--- src/rtl/pix_gray_thresh.sv ---
module pix_gray_thresh #(
  parameter int PW = 8,
  parameter int NTHR = 4,
  parameter int OPW = 5
) (
  input  logic                  clk,
  input  logic                  rst_n,
  input  logic                  start_i,
  input  logic [OPW-1:0]        op_i,
  input  logic [1:0]            sel_a_i,
  input  logic [1:0]            sel_b_i,
  input  logic                  pix_vld_i,
  input  logic [3*PW-1:0]       pix_i,
  output logic [PW-1:0]         res_o,
  output logic                  res_vld_o
);
  localparam int SW = 2*PW;
  localparam logic [PW-1:0] FULL = {PW{1'b1}};
  localparam logic [OPW-1:0] OP_GRAY = OPW'(1);
  localparam logic [OPW-1:0] OP_BIN  = OPW'(2);
  localparam logic [OPW-1:0] OP_HALF = OPW'(3);
  localparam logic [OPW-1:0] OP_BAND = OPW'(4);
  localparam logic [OPW-1:0] OP_HBND = OPW'(5);
  localparam logic [OPW-1:0] OP_WTHR = OPW'(7);

  logic [PW-1:0] thr_q [NTHR];
  logic          armed_q;
  logic [SW-1:0] wsum;
  logic [PW-1:0] gray, hi_t, lo_t, nxt;
  logic          ge_lo, le_hi, wr;

  assign wsum = SW'(pix_i[3*PW-1:2*PW]) * SW'(77)
              + SW'(pix_i[2*PW-1:PW])   * SW'(151)
              + SW'(pix_i[PW-1:0])      * SW'(28);
  assign gray  = wsum[SW-1:PW];
  assign hi_t  = thr_q[sel_a_i];
  assign lo_t  = thr_q[sel_b_i];
  assign ge_lo = gray >= lo_t;
  assign le_hi = gray <= hi_t;

  always_comb begin
    wr  = 1'b1;
    nxt = '0;
    unique case (op_i)
      OP_GRAY: nxt = gray;
      OP_BIN:  nxt = ge_lo ? FULL : '0;
      OP_HALF: nxt = ge_lo ? gray : '0;
      OP_BAND: nxt = (ge_lo && le_hi) ? FULL : '0;
      OP_HBND: nxt = (ge_lo && le_hi) ? gray : '0;
      default: wr  = 1'b0;
    endcase
  end

  always_ff @(posedge clk) begin
    if (!rst_n) begin
      armed_q   <= 1'b0;
      res_o     <= '0;
      res_vld_o <= 1'b0;
    end else begin
      if (start_i) armed_q <= 1'b1;
      res_vld_o <= pix_vld_i && armed_q && wr;
      if (pix_vld_i && armed_q && wr) res_o <= nxt;
    end
  end

  for (genvar i = 0; i < NTHR; i++) begin : g_thr
    always_ff @(posedge clk) begin
      if (!rst_n) thr_q[i] <= '0;
      else if (pix_vld_i && op_i == OP_WTHR && sel_a_i == 2'(i))
        thr_q[i] <= pix_i[PW-1:0];
    end
  end
endmodule


--- config.mk ---
export PLATFORM = sky130hd
export DESIGN_NAME = pix_gray_thresh
export DESIGN_NICKNAME = d
export VERILOG_FILES = /design/src/rtl/pix_gray_thresh.sv
export SDC_FILE = /design/constraint.sdc
export NUM_CORES = 1
export LEC_CHECK = 0
export BUFFER_PORTS_ARGS = -buffer_cell sky130_fd_sc_hd__buf_2
export CAP_MARGIN = 20
export CORE_UTILIZATION = 25
export CTS_CLUSTER_SIZE = 40
export DETAILED_ROUTE_END_ITERATION = 10
export PLACE_DENSITY = 0.5
export SETUP_SLACK_MARGIN = 0.4
export SYNTH_ARGS = -nofsm -noshare
export SYNTH_HDL_FRONTEND = slang
export SYNTH_SLANG_ARGS = --single-unit
--- constraint.sdc ---
create_clock -name clk -period 6.9 [get_ports clk]
set_clock_uncertainty 0.05 [all_clocks]
set_input_delay 0 -clock clk [delete_from_list [all_inputs] [get_ports clk]]
set_output_delay 0 -clock clk [all_outputs]
set_load 0.02 [all_outputs]
* After elaboration in Yosys (flattened, before gate mapping)
Memory sizes are Yosys's and may differ from the RTL's.
Index checks and enable logic that the tools add are counted.
** Cells by class
- $add $sub $neg :: 2
- Multiply operators :: 3
- Order comparisons :: 2
- Equality and inequality tests :: 9
- Mux-type cells :: 23
- Bitwise gates (word level) :: 4
- Reductions and logical operators :: 10
** Operator list (number)
- two-way mux 8 bit :: 8
- one-hot mux 8 bit (5 select lines) :: 1
- adder 15 x 16 -> 16 bit :: 1
- adder 16 x 13 -> 16 bit :: 1
- multiplier 8 x 8 -> 16 bit (second input constant) :: 1
- == test 5 x 3 -> 1 bit (second input constant) :: 3
- multiplier 8 x 7 -> 15 bit (second input constant) :: 1
- two-way mux 1 bit :: 14
- multiplier 8 x 3 -> 11 bit (second input constant) :: 1
- == test 5 x 2 -> 1 bit (second input constant) :: 2
- >= comparator 8 bit :: 1
- <= comparator 8 bit :: 1
- logical AND 1 bit :: 8
- == test 5 x 1 -> 1 bit (second input constant) :: 1
- OR reduction 5 bit :: 1
- == test 2 bit (second input constant) :: 2
- bitwise OR 1 bit :: 4
- == test 2 x 1 -> 1 bit (second input constant) :: 1
- logical NOT 2 bit :: 1
** Word-level totals
- Register bits after elaboration :: 10
- Memory bits (writable) :: 32
- Input port bits :: 37
- Output and inout bits :: 9
- Logic and storage cells :: 57
- Memories :: 1
** Memory list
- thr_q :: depth 4, bits a word 8, rd ports 2, clocked after memory_dff 0, wr ports 4, RTL line 26 : logic [PW-1:0] thr_q [NTHR];

* Longest topological paths before layout
- Word-level depth :: 7
- Mapped depth :: 29
- Mapped depth without buffers :: 29

* Worst setup path after synthesis
OpenSTA, ideal clock, no wires.
- Path kind :: input to register
- Start :: in pix_i[13]
- End :: reg res_o[1]
- Setup time :: 119 ps
- Arrival time :: 6003 ps
- Data required time :: 6731 ps
- Setup slack :: 729 ps
- Stages :: 24
- Buffers on the path :: 0
- Cells stage by stage :: fa_1 > inv_1 > fa_1 > inv_1 > ha_1 > fa_1 > fa_1 > inv_1 > fa_1 > inv_1 > ha_1 > and4_4 > a221oi_2 > o21ai_1 > or4_4 > nand2_1 > xnor2_1 > ha_1 > a211oi_1 > o21ai_0 > a31oi_1 > a22oi_1 > a211o_1 > o221a_2
** Between the ends
- Cells in the longest elaborated chain, start to end :: 7
- Elaborated cells between the ends (all ways) :: 11
- Classes of those cells :: 2 x add/sub; 1 x mul; 2 x order compare; 5 x mux; 1 x reduce/logical
** RTL lines
- from (decl) :: RTL line 13 : input logic [3*PW-1:0] pix_i,
- multiplier 8 x 8 -> 16 bit (*) :: RTL line 33 : + SW'(pix_i[2*PW-1:PW]) * SW'(151)
- adder 15 x 16 -> 16 bit (*) :: RTL line 33
- adder 16 x 13 -> 16 bit (*) :: RTL line 34 : + SW'(pix_i[PW-1:0]) * SW'(28);
- >= comparator 8 bit or <= comparator 8 bit (tied branches) :: RTL line 38, 39
- logical AND 1 bit :: RTL line 48, 49
- two-way mux 8 bit, on equally long branches :: RTL line 49, 48
- one-hot mux 8 bit (5 select lines) (*) :: RTL line 44 : unique case (op_i)
- to (signal assigned) :: RTL line 62 : if (pix_vld_i && armed_q && wr) res_o <= nxt;
- to (decl) :: RTL line 14 : output logic [PW-1:0] res_o,
Every way passes the cells marked *; elsewhere a longest branch is shown, timed or not.
A chain may end at the register's enable or synchronous reset.

* Worst setup path in the final report
- Start :: in pix_i[14]
- End :: reg res_o[5]
The elaborated chain is that of the path after synthesis.

==> impl_metrics.ini <==
[critical_path]
worstPathMaxFanout = 8
worstPathArrival_ns = 6.30
cp_slowest_cell = fa_1
critical_path.max_stage_delay_ns = 0.54
critical-path-top-cell-by-count = fa_1
nature_of_the_critical_path_endpoint = register
worstPathRequired_ns = 7.03
critPathKind = in2reg
cp-start-kind = primary input

[placed_design]
place_hpwl_mm = 10.5
instance_area_at_placement_sq_mm = 0.00598
routabilityCongestion = 0.843
port_buffers = 45

[clock_tree]
cts-root-to-sink-buffers = 2
clk_root_buffer_cell = clkbuf_16
cts_sinks = 42
ctsHtreeMaxLevel = 2
tritoncts = built
cts_inserted_buffers = 5
clk_latency_ns = 0.29
clock_transition_at_path_regs_ns = 0.06

[sta]
timing.setup.tns_ns = 0
slew_viol_final = 0
timing.final.crit_period_ns = 6.17
rsz_0062_raised_after_global_routing = no
hold_viol_final = 0
final_critical_path_share_of_the_clock_period = 0.894
finalSetupViolations = 0
slew_headroom = 0.560
maxClockFrequency_mhz = 162
worst_pin_slew_ns = 0.658

[logic_synthesis]
synth.cells.most_frequent = inv_1, ha_1, fa_1
ys_dominant_reg_cell = edfxtp_1
synth_compound_area_frac = 0.0739
synth_async_sr_flop_share = 0
synth_area_per_cell_sq_um = 10.8
netlist_top_cells_area = fa_1, ha_1, edfxtp_1, inv_1, mux4_2
ys_seq_area_frac = 0.215
edff_count_synth = 32
synth.yosys.warnings = 0
postSynthRegisterBits = 42
synth_top_area_share = 0.230
yosysTopAreaCell = fa_1
synth_top_family_by_area = adder cells
synth_simple_gate_area_frac = 0.0818
synth.cell_area_sq_mm = 0.00540
synth.lib_cells_used.distinct = 44
synthCells = 500
yosys-mux-area-fraction = 0.0667
syn_nets = 689
yosys.cell_count.top_type = inv_1
xor_xnor_fraction_of_synth_area = 0.0276
synth_adder_area_share = 0.438

[floorplan]
core_area_sq_mm = 0.0211
core.rowCount = 53
initial_cell_density_of_the_core = 0.256
die_w_um = 149
boundaryPins = 46
die_area_sq_mm = 0.0222
die_height_um = 149

[drt]
drt-pass1-iter-count = 4
post_route_ant_nets = 0
route.vias.total = 3649
totalWireLength_mm = 12.4
avgViaCountPerCell = 4.40
detail_route.wl_per_cell_um = 14.9
first_iter_violations = 141
route.detailed.drc = 0

[finish]
fillCellCount = 2208
drive_gt1_frac = 0.182
antennaDiodeCount = 0
num-nets-final = 742
flow.area_growth_from_synthesis_pct = 16.2
stdcell_area_sq_mm = 0.00628

[global_route]
grt_pass1_vias = 4041
initial_antenna_violation_count = 0
grt_pass1_wl_mm = 20.3
grt_overflow = 0
grt_max_degree = 17
groute.usage.overall = 0.118

[min_path]
min-delay-path-class = in2reg

[status]
run_status = finished clean

[run]
max_cap_viol_count = 0
-- registers in the layout, indices dropped and copies added (netlist names) --
name,flops
res_vld_o,1
armed_q,1
thr_q,32
res_o,8
-- layout by cell type (no fill, tap or decap), drive strengths merged, types with 2 or more instances in the layout --
master	synthesis	routed
xor2	4	4
nand4	4	4
xnor2	13	13
nand3	6	6
dlygate4sd3	0	3
nand2b	4	4
clkinv	0	2
nor4	3	3
buf	2	50
fa	62	62
o221a	7	7
clkbuf	5	5
a21oi	9	9
nor2	16	16
a211oi	5	5
edfxtp	32	32
o221ai	2	2
dfxtp	10	10
nand2	7	7
ha	90	90
a21o	5	5
inv	132	132
a31oi	3	3
o21ai	12	12
nor3	13	13
and2	22	22
mux4	16	16
o21bai	2	2
-- routing by layer --
| layer | part of all wire | vias to the layer above | routed length, um | track usage |
|---|---|---|---|---|
| met5 | 0 | - | 0 | 0 |
| met1 | 0.45 | 1814 | 5580 | 0.150 |
| met4 | 0.015 | 0 | 180 | 0.0245 |
| li1 | - | 1770 | - | - |
| met2 | 0.51 | 50 | 6330 | 0.213 |
| met3 | 0.022 | 15 | 272 | 0.0153 |
-- repair_timing --
item / in CTS / in global routing
hold buffers: 3 / 0
endpoints found under the setup margin: 0 / 8
resized for setup: 0 / 22
buffers inserted: 0 / 0
hold endpoints to repair: 2 / 0
-- kinds of logic after synthesis --
kind of cell	after synthesis
buf+inv	139
mux	16
flops	42
compound gates	53
xor+xnor	17
simple gates	81
fa+ha+maj	152
-- path summary, 6_finish.rpt --
path                                               to  slack (ns)  cells past startpoint                       from
worst min-delay path            res_o[0]$_SDFFE_PN0P_        0.02                      3                    op_i[0]
worst max-delay path            res_o[5]$_SDFFE_PN0P_        0.73                     25                  pix_i[14]
worst max register to register  res_o[5]$_SDFFE_PN0P_        4.22                     10  thr_q[0][2]$_SDFFCE_PN0P_
worst min register to register  res_o[0]$_SDFFE_PN0P_        0.46                      1      res_o[0]$_SDFFE_PN0P_
-- stage by stage --
stage,std cells,setup slack (ns),util,hold WS [ns]
floorplan,500,0.729,-,0.0658
global placement,818,0.218,0.284,0.166
detailed placement,818,0.116,0.284,0.176
CTS,829,0.400,0.292,0.0235
global route,829,0.406,0.298,0.0306
finish,829,0.733,0.298,0.0194
-- critical path: cells and delay by family --
kind | cells | cell delay, ns
XOR/XNOR | 1 | 0.14
adder cells (fa/ha/maj) | 8 | 3.58
AO/OA/AOI/OAI | 9 | 1.67
buffers and inverters | 5 | 0.35
AND/OR/NAND/NOR | 2 | 0.55
-- layout make-up --
class / instances / area [sq um] / share of cell area
Sequential cell: 42 / 1160 / 0.185
Tap cell: 275 / 344 / 0.0548
Timing Repair Buffer: 53 / 293 / 0.0466
Inverter: 132 / 495 / 0.0789
Clock buffer: 5 / 125 / 0.0199
Multi-Input combinational cell: 319 / 3840 / 0.611
Clock inverter: 3 / 21.3 / 0.00339
Power is left out: the tool's default activity adds up to more than one toggle a clock period on the data nets, which glitch-free logic cannot reach.
